[src/rtl/dreq_pkg.sv]
package dreq_pkg;
   localparam int PRIO_W = 2;
   typedef enum logic [PRIO_W-1:0] {
      PRIO_LOW       = 2'd0,
      PRIO_MEDIUM    = 2'd1,
      PRIO_HIGH      = 2'd2,
      PRIO_VERY_HIGH = 2'd3
   } prio_e;
endpackage

[src/rtl/dreq_route.sv]
// Per-stream request line multiplexer.
module dreq_route #(
   parameter int N_STREAMS = 8,
   parameter int N_LINES   = 8,
   parameter int SEL_W     = 3
) (
   input  logic [N_STREAMS*SEL_W-1:0] chan_sel,
   input  logic [N_LINES-1:0]         periph_req,
   output logic [N_STREAMS-1:0]       req_seen
);
   for (genvar s = 0; s < N_STREAMS; s++) begin : g_stream
      logic [SEL_W-1:0] sel;
      assign sel = chan_sel[s*SEL_W +: SEL_W];
      if (N_LINES == (1 << SEL_W)) begin : g_full
         assign req_seen[s] = periph_req[sel];
      end else begin : g_guard
         // Select codes past the last line see no request.
         assign req_seen[s] = (int'(sel) < N_LINES) ? periph_req[sel] : 1'b0;
      end
   end
endmodule

[src/rtl/dreq_pick.sv]
// Highest level wins; lower index wins ties.
module dreq_pick import dreq_pkg::*; #(
   parameter int N_STREAMS = 8,
   parameter int IDX_W     = 3
) (
   input  logic [N_STREAMS-1:0]        elig,
   input  logic [N_STREAMS*PRIO_W-1:0] prio_lvl,
   output logic                        any,
   output logic [IDX_W-1:0]            win_idx
);
   logic [PRIO_W-1:0] best;
   always_comb begin
      any     = 1'b0;
      best    = '0;
      win_idx = '0;
      for (int s = 0; s < N_STREAMS; s++) begin
         if (elig[s] && (!any || prio_lvl[s*PRIO_W +: PRIO_W] > best)) begin
            any     = 1'b1;
            best    = prio_lvl[s*PRIO_W +: PRIO_W];
            win_idx = IDX_W'(s);
         end
      end
   end
endmodule

[src/rtl/dreq_ack.sv]
// Four-phase acknowledge state per stream, folded onto request lines.
module dreq_ack #(
   parameter int N_STREAMS = 8,
   parameter int N_LINES   = 8,
   parameter int SEL_W     = 3,
   parameter int IDX_W     = 3
) (
   input  logic                       clk,
   input  logic                       rst_n,
   input  logic                       grant_valid,
   input  logic [IDX_W-1:0]           grant_idx,
   input  logic                       engine_access,
   input  logic [N_STREAMS-1:0]       req_seen,
   input  logic [N_STREAMS*SEL_W-1:0] chan_sel,
   output logic [N_STREAMS-1:0]       ack_q,
   output logic [N_LINES-1:0]         periph_ack
);
   for (genvar s = 0; s < N_STREAMS; s++) begin : g_flag
      logic set_now;
      assign set_now = grant_valid && engine_access && (int'(grant_idx) == s);
      always_ff @(posedge clk or negedge rst_n) begin
         if (!rst_n)           ack_q[s] <= 1'b0;
         else if (set_now)     ack_q[s] <= 1'b1;
         else if (!req_seen[s]) ack_q[s] <= 1'b0;
      end
   end

   always_comb begin
      periph_ack = '0;
      for (int s = 0; s < N_STREAMS; s++) begin
         if (ack_q[s] && int'(chan_sel[s*SEL_W +: SEL_W]) < N_LINES)
            periph_ack[chan_sel[s*SEL_W +: SEL_W]] = 1'b1;
      end
   end
endmodule

[src/rtl/dreq_arbiter.sv]
module dreq_arbiter import dreq_pkg::*; #(
   parameter int N_STREAMS = 8,
   parameter int N_LINES   = 8,
   localparam int SEL_W    = (N_LINES > 1) ? $clog2(N_LINES) : 1,
   localparam int IDX_W    = (N_STREAMS > 1) ? $clog2(N_STREAMS) : 1
) (
   input  logic                        clk,
   input  logic                        rst_n,
   input  logic [N_STREAMS-1:0]        stream_en,
   input  logic [N_STREAMS*SEL_W-1:0]  chan_sel,
   input  logic [N_STREAMS*PRIO_W-1:0] prio_lvl,
   input  logic [N_LINES-1:0]          periph_req,
   input  logic                        engine_access,
   input  logic                        engine_done,
   output logic [N_LINES-1:0]          periph_ack,
   output logic                        grant_valid,
   output logic [IDX_W-1:0]            grant_idx
);
   if (N_STREAMS < 2) begin : g_bad_streams
      $error("dreq_arbiter: N_STREAMS must be at least 2");
   end
   if (N_LINES < 2) begin : g_bad_lines
      $error("dreq_arbiter: N_LINES must be at least 2");
   end

   logic [N_STREAMS-1:0] req_seen;
   logic [N_STREAMS-1:0] ack_q;
   logic [N_STREAMS-1:0] elig;
   logic                 any;
   logic [IDX_W-1:0]     win_idx;

   dreq_route #(.N_STREAMS(N_STREAMS), .N_LINES(N_LINES), .SEL_W(SEL_W)) route_i (
      .chan_sel   (chan_sel),
      .periph_req (periph_req),
      .req_seen   (req_seen)
   );

   assign elig = stream_en & req_seen & ~ack_q;

   dreq_pick #(.N_STREAMS(N_STREAMS), .IDX_W(IDX_W)) pick_i (
      .elig     (elig),
      .prio_lvl (prio_lvl),
      .any      (any),
      .win_idx  (win_idx)
   );

   always_ff @(posedge clk or negedge rst_n) begin
      if (!rst_n) begin
         grant_valid <= 1'b0;
         grant_idx   <= '0;
      end else if (grant_valid) begin
         if (engine_done) grant_valid <= 1'b0;
      end else if (any) begin
         grant_valid <= 1'b1;
         grant_idx   <= win_idx;
      end
   end

   dreq_ack #(.N_STREAMS(N_STREAMS), .N_LINES(N_LINES), .SEL_W(SEL_W), .IDX_W(IDX_W)) ack_i (
      .clk           (clk),
      .rst_n         (rst_n),
      .grant_valid   (grant_valid),
      .grant_idx     (grant_idx),
      .engine_access (engine_access),
      .req_seen      (req_seen),
      .chan_sel      (chan_sel),
      .ack_q         (ack_q),
      .periph_ack    (periph_ack)
   );
endmodule

[config.mk]
export PLATFORM = sky130hd
export DESIGN_NAME = dreq_arbiter
export DESIGN_NICKNAME = d
export VERILOG_FILES = /design/src/rtl/dreq_pkg.sv /design/src/rtl/dreq_route.sv /design/src/rtl/dreq_pick.sv /design/src/rtl/dreq_ack.sv /design/src/rtl/dreq_arbiter.sv
export SDC_FILE = /design/constraint.sdc
export NUM_CORES = 1
export LEC_CHECK = 0
export BUFFER_PORTS_ARGS = -buffer_cell sky130_fd_sc_hd__buf_2
export CAP_MARGIN = 25
export CORE_MARGIN = 3
export CORE_UTILIZATION = 57
export DETAILED_ROUTE_END_ITERATION = 7
export PLACE_DENSITY = 0.87
export SLEW_MARGIN = 20
export SYNTH_ARGS = -nofsm -noshare
export SYNTH_HDL_FRONTEND = slang
export SYNTH_SLANG_ARGS = --single-unit
[constraint.sdc]
create_clock -name clk -period 18.6 [get_ports clk]
set_input_delay 1.86 -clock clk [delete_from_list [all_inputs] [get_ports clk]]
set_output_delay 1.86 -clock clk [all_outputs]
set_load 0.02 [all_outputs]
# Word-level counts from Yosys, hierarchy flattened
# Index checks and enable logic that the tools add are counted.
[word_totals] output_inout_bits=12 wordCells=180 input_bits=60 register_bits=12
[op_classes] n_lt_le_gt_ge=23 muxes=81 reduce_logical=40 bitwise_logic=11 eq_ne=15
[ops] cell="8-bit 2-to-1 mux" count=8
[ops] cell="8-bit bitwise OR" count=7
[ops] cell="1-bit 2-to-1 mux" count=44
[ops] cell="3-bit by 4-bit less-than comparator with 1-bit output, second input constant" count=8
[ops] cell="1-bit binary-select mux with 3-bit select" count=8
[ops] cell="1-bit demux with 3-bit select" count=8
[ops] cell="3-bit by 1-bit greater-or-equal comparator with 1-bit output, second input constant" count=8
[ops] cell="1-bit logical AND" count=24
[ops] cell="2-bit 2-to-1 mux" count=9
[ops] cell="8-bit bitwise AND" count=2
[ops] cell="2-bit inequality test, second input constant" count=8
[ops] cell="2-bit greater-than comparator" count=7
[ops] cell="3-bit == test, second input constant" count=4
[ops] cell="3-bit 2-to-1 mux" count=4
[ops] cell="8-bit inverter" count=1
[ops] cell="1-bit zero test" count=7
[ops] cell="1-bit logical OR" count=7
[ops] cell="3-bit by 2-bit == test with 1-bit output, second input constant" count=2
[ops] cell="3-bit by 1-bit == test with 1-bit output, second input constant" count=1
[ops] cell="3-bit zero test" count=1
[ops] cell="2-bit AND reduction" count=1
[ops] cell="1-bit inverter" count=1

# Logic depth before layout (Yosys ltp)
[logic_depth] word_depth=35 depth_mapped=50 depth_no_buf=49

# Cells and area by module
# A second synthesis with hierarchy kept.
[unflattened] cells_unflattened=269 hier_area_um2=2298.5
[by_module_without_submodules] mod="dreq_ack" cells_each=122 area_per_inst_um2=903.4 seq_area_each_um2=200.2 instances=1
[by_module_without_submodules] mod="dreq_pick" cells_each=97 area_per_inst_um2=656.9 seq_area_each_um2=0.0 instances=1
[by_module_without_submodules] mod="dreq_route" cells_each=24 area_per_inst_um2=510.5 seq_area_each_um2=0.0 instances=1
[by_module_without_submodules] mod="dreq_arbiter" cells_each=26 area_per_inst_um2=227.7 seq_area_each_um2=100.1 instances=1

# Worst setup path after synthesis
# Ideal clock, no wire load.
[synth_timing] path_kind="input-to-reg" start="input chan_sel[2]" end="register grant_idx[0]" slack_ps=8347 arrival_time_ps=10154 path_buffers=0 required_ps=18501 setup_time_ps=99 path_stages=44 path_cell_list="or2_2 > o22ai_1 > o211ai_1 > ha_1 > nor2b_1 > o21ai_0 > and3b_1 > o32a_1 > ha_1 > nor2b_1 > o21ai_0 > and3_1 > nor4_1 > a21o_1 > ha_1 > nor2b_1 > o21ai_0 > nor4_1 > (+8 left out) > a21o_1 > ha_1 > a21oi_1 > a211oi_1 > a21o_2 > a311oi_2 > a21oi_1 > ha_1 > a21oi_1 > a211oi_1 > a21oi_1 > o21ai_0 > o22ai_1 > ha_1 > a211oi_1 > a211oi_2 > nor2b_1 > a311oi_1"
[synth_between] elab_chain_len=34 word_cells_on_any_way=55 classes_between="7 x order compare; 24 x mux; 2 x bitwise; 22 x reduce/logical"
[synth_rtl] item="start, declared" line_no="dreq_arbiter.sv:10" source="input logic [N_STREAMS*SEL_W-1:0] chan_sel,"
[synth_rtl] item="1-bit binary-select mux with 3-bit select (*)" line_no="dreq_route.sv:15" source="assign req_seen[s] = periph_req[sel];"
[synth_rtl] item="1-bit 2-to-1 mux (implied by the code) (*)" line_no="dreq_route.sv:15"
[synth_rtl] item="8-bit bitwise AND (*) (2 in series)" line_no="dreq_arbiter.sv:38" source="assign elig = stream_en & req_seen & ~ack_q;"
[synth_rtl] item="2-bit 2-to-1 mux or 1-bit 2-to-1 mux (tied branches)" line_no="dreq_pick.sv:17" source="if (elig[s] && (!any || prio_lvl[s*PRIO_W +: PRIO_W] > best)) begin"
[synth_rtl] item="2-bit greater-than comparator or 1-bit zero test (tied branches)" line_no="dreq_pick.sv:17"
[synth_rtl] item="1-bit logical OR" line_no="dreq_pick.sv:17"
[synth_rtl] item="1-bit logical AND" line_no="dreq_pick.sv:17"
[synth_rtl] item="2-bit 2-to-1 mux or 1-bit 2-to-1 mux (tied branches)" line_no="dreq_pick.sv:17"
[synth_rtl] item="(+17 left out)"
[synth_rtl] item="1-bit logical OR" line_no="dreq_pick.sv:17"
[synth_rtl] item="1-bit logical AND" line_no="dreq_pick.sv:17"
[synth_rtl] item="2-bit 2-to-1 mux or 1-bit 2-to-1 mux (tied branches)" line_no="dreq_pick.sv:17"
[synth_rtl] item="2-bit greater-than comparator or 1-bit zero test (tied branches)" line_no="dreq_pick.sv:17"
[synth_rtl] item="1-bit logical OR" line_no="dreq_pick.sv:17"
[synth_rtl] item="1-bit logical AND" line_no="dreq_pick.sv:17"
[synth_rtl] item="1-bit 2-to-1 mux" line_no="dreq_pick.sv:17"
[synth_rtl] item="2-bit AND reduction (no source line)"
[synth_rtl] item="end signal, assigned" line_no="dreq_arbiter.sv:55" source="grant_idx <= win_idx;"
[synth_rtl] item="end, declared" line_no="dreq_arbiter.sv:17" source="output logic [IDX_W-1:0] grant_idx"
# Every way passes the cells marked *; elsewhere a longest branch is shown, timed or not. The select of a mux whose other input is x is not followed.
# A chain may end at the register's enable or synchronous reset.

# Final worst setup path
# Same ends and word-level chain as after synthesis.

==> flow_summary.toml <==
[yosys]
syn_area_per_cell_sq_um = 8.120
synth.distinct_cells = 57
synth-edff-count = 0
synth_simple_gate_area_frac = 0.3206
syn_area_sq_um = 2420
yosysSeqAreaShare = 0.1241
synth.top_cell.area_share = 0.1241
synth.area.top_cells = "dfrtp_1, mux4_2, ha_1"
synth_top_cells_by_count = "nand2_1, nor2b_1, inv_1"
synth-main-ff-cell = "dfrtp_1"
yosys.area.top_type = "dfrtp_1"
async_reset_ff_frac = 1.000
muxShareOfSynthArea = 0.1815
yosysWarnings = 0
synthAdderAreaFrac = 0.07239
synth_nets = 372
postSynthCellCount = 298
synth.ff_latch_count = 12
synth_compound_area_frac = 0.2570
synth_top_family_by_area = "simple AND/OR/NAND/NOR gates"
yosysMostFrequentCell = "nand2_1"
synth-xor-area-share = 0

[route]
drt_iter0_drc = 294
post_drt_wl_per_cell_um = 19.08
antenna_left = 0
vias = 2837
wl_mm = 7.899
drc_errors = 0
drt-vias-per-instance = 6.853
first_pass_iters = 5

[placement]
hpwl_mm = 6.406
dpl.cell_count = 410
gp_congestion = 1.001
placed_cell_area_sq_um = 2794
place_ws_ps = 7097
port_buffers = 71

[sta]
timing.final.ws_setup_ps = 7168
fmax_ghz = 0.08747
slew_headroom = 0.5680
worstMarginPinSlew_ps = 648.0
finalHoldViolCount = 0
skew_ps = 4.185
slew_viol_final = 0
post-route-min-period_ps = 11430
setup_tns_ps = 0
setup_viol = 0
period_share = 0.6146
rsz0062_at_grt = "false"

[flow_run]
maxCapViolCount = 0

[floorplanning]
rows = 23
chipWidth_um = 71.16
core_area_sq_um = 4058
start_util = 0.5964
num_io_pins = 72
dieArea_sq_um = 5063
die_height_um = 71.16

[setup_path]
worstPathMaxFanout = 8
end_kind = "flop"
cpPeakStageDelay_ps = 520
critPathMostFrequentCell = "ha_1"
critPathLaunchType = "primary input"
crit_required_ps = 18730
reg2reg_from = "ack_i.ack_q[0]$_DFFE_PN0P_"
reg2reg_slack_ps = 8890
arrival_ps = 11560
slowest_stage = "o22ai_1"
path_class = "in2reg"
rr_worst_depth = 43
r2r_end = "grant_idx[0]$_DFFE_PN0P_"

[min_path]
min_from = "ack_i.ack_q[6]$_DFFE_PN0P_"
whs_path_depth = 2
min_path_type = "reg2reg"
min_to = "ack_i.ack_q[6]$_DFFE_PN0P_"

[cts]
cts_made_buffers = 3
cts_sinks = 12
htreeDepth = 1
post_cts_buffers = 0
cts_buffer_depth = 2
cts_root_buffer = "clkbuf_8"
cts_resized = 0
clk_pin_slew_ps = 50
postCtsHoldBufs = 0
cts_tree = "built"
clk_latency_ps = 240

[grt]
grtUsageTotal = 0.3040
grt_pass1_wl_mm = 12.57
antenna_found_initial = 0
grt.overflow.total = 0
grt_max_degree = 13
grt_pass1_vias = 2638

[final_layout]
regArea_sq_um = 300.3
stdcell_count = 414
finalInstanceArea_sq_um = 2849
multi_input_area_sq_um = 2012
antenna_cells = 0
nFillCells = 339
layout.nets = 439
areaGrowthSynthToFinish_pct = 17.74
drive_gt1_frac = 0.2802
fin_util = 0.7021

[status]
status = "completed"

[power_and_ir_drop]
power_density_nw_per_um2 = 82.06
ir_drop_uv = 78.15
power_leakage_nw = 1.319
## how the worst max path moves through the flow
stage | endpoint | slack (ps) | startpoint | cells past startpoint
after floorplan | grant_idx[0]$_DFFE_PN0P_ | 8350 | chan_sel[2] | 44
after global placement | grant_idx[0]$_DFFE_PN0P_ | 7430 | chan_sel[2] | 45
after detailed placement | grant_idx[0]$_DFFE_PN0P_ | 7100 | chan_sel[2] | 45
after CTS | grant_idx[0]$_DFFE_PN0P_ | 7300 | chan_sel[2] | 45
after global routing | grant_idx[0]$_DFFE_PN0P_ | 6340 | chan_sel[2] | 46
final | grant_idx[0]$_DFFE_PN0P_ | 7170 | chan_sel[2] | 45
## worst max-delay path: cells and delay by family
kind	cells	cell delay (ps)
compound gates	24	4880
simple gates	13	2650
fa+ha+maj	7	2030
buf+inv	1	140
## layout make-up
class,count,area share
Multi-Input combinational cell,260,0.7062
Timing Repair Buffer,71,0.1247
Sequential cell,12,0.1054
Inverter,17,0.02240
Tap cell,50,0.02196
Clock buffer,4,0.01932
## cell families (layout without fill, tap and decap cells)
| group | Yosys count | count (layout) |
|---|---|---|
| AND/OR/NAND/NOR | 134 | 134 |
| AO/OA/AOI/OAI | 84 | 84 |
| multiplexers | 28 | 28 |
| buffers and inverters | 26 | 92 |
| adder cells (fa/ha/maj) | 14 | 14 |
| flip-flops | 12 | 12 |
## cells in the final DEF (no fill, tap or decap), types with 5 or more instances in the layout
cell type,instances
nand2b_1,7
a21oi_1,6
buf_2,71
and3_1,5
o21ai_0,13
mux4_2,9
a31oi_1,12
nand3_1,5
o211ai_1,5
o22ai_1,9
nand3b_1,11
nand2_1,32
ha_1,14
nor3_1,9
nand4_1,9
mux2_2,7
nor2_1,13
mux2i_1,6
nor2b_1,21
inv_1,17
dfrtp_1,12
## metrics by stage
step | total power [mW] | hold slack (ps)
3_5_place_dp | 0.2027 | 518.7
2_1_floorplan | 0.1553 | 473.1
4_1_cts | 0.2306 | 531.0
3_3_place_gp | 0.1970 | 498.1
6_report | 0.2338 | 530.5
5_1_grt | 0.2513 | 561.1
## registers in the layout, summed over array words and instances (netlist names)
register     flops
grant_idx        3
grant_valid      1
ack_i.ack_q      8
## layer usage
layer	wire length [um]	part of all wire	track usage	up-vias
li1	-	-	-	1306
met3	607	0.077	0.03125	28
met1	3108	0.39	0.3826	1318
met4	257	0.033	0.1169	0
met5	0	0	0	-
met2	3925	0.50	0.5316	185
## power breakdown
group          switching [mW]  internal [mW]  total, mW
clock                 0.00908         0.0187     0.0277
sequential             0.0145         0.0356     0.0501
combinational          0.0907         0.0652      0.156
total                   0.114          0.119      0.234
Note: power is estimated with default switching activity, not from simulation.
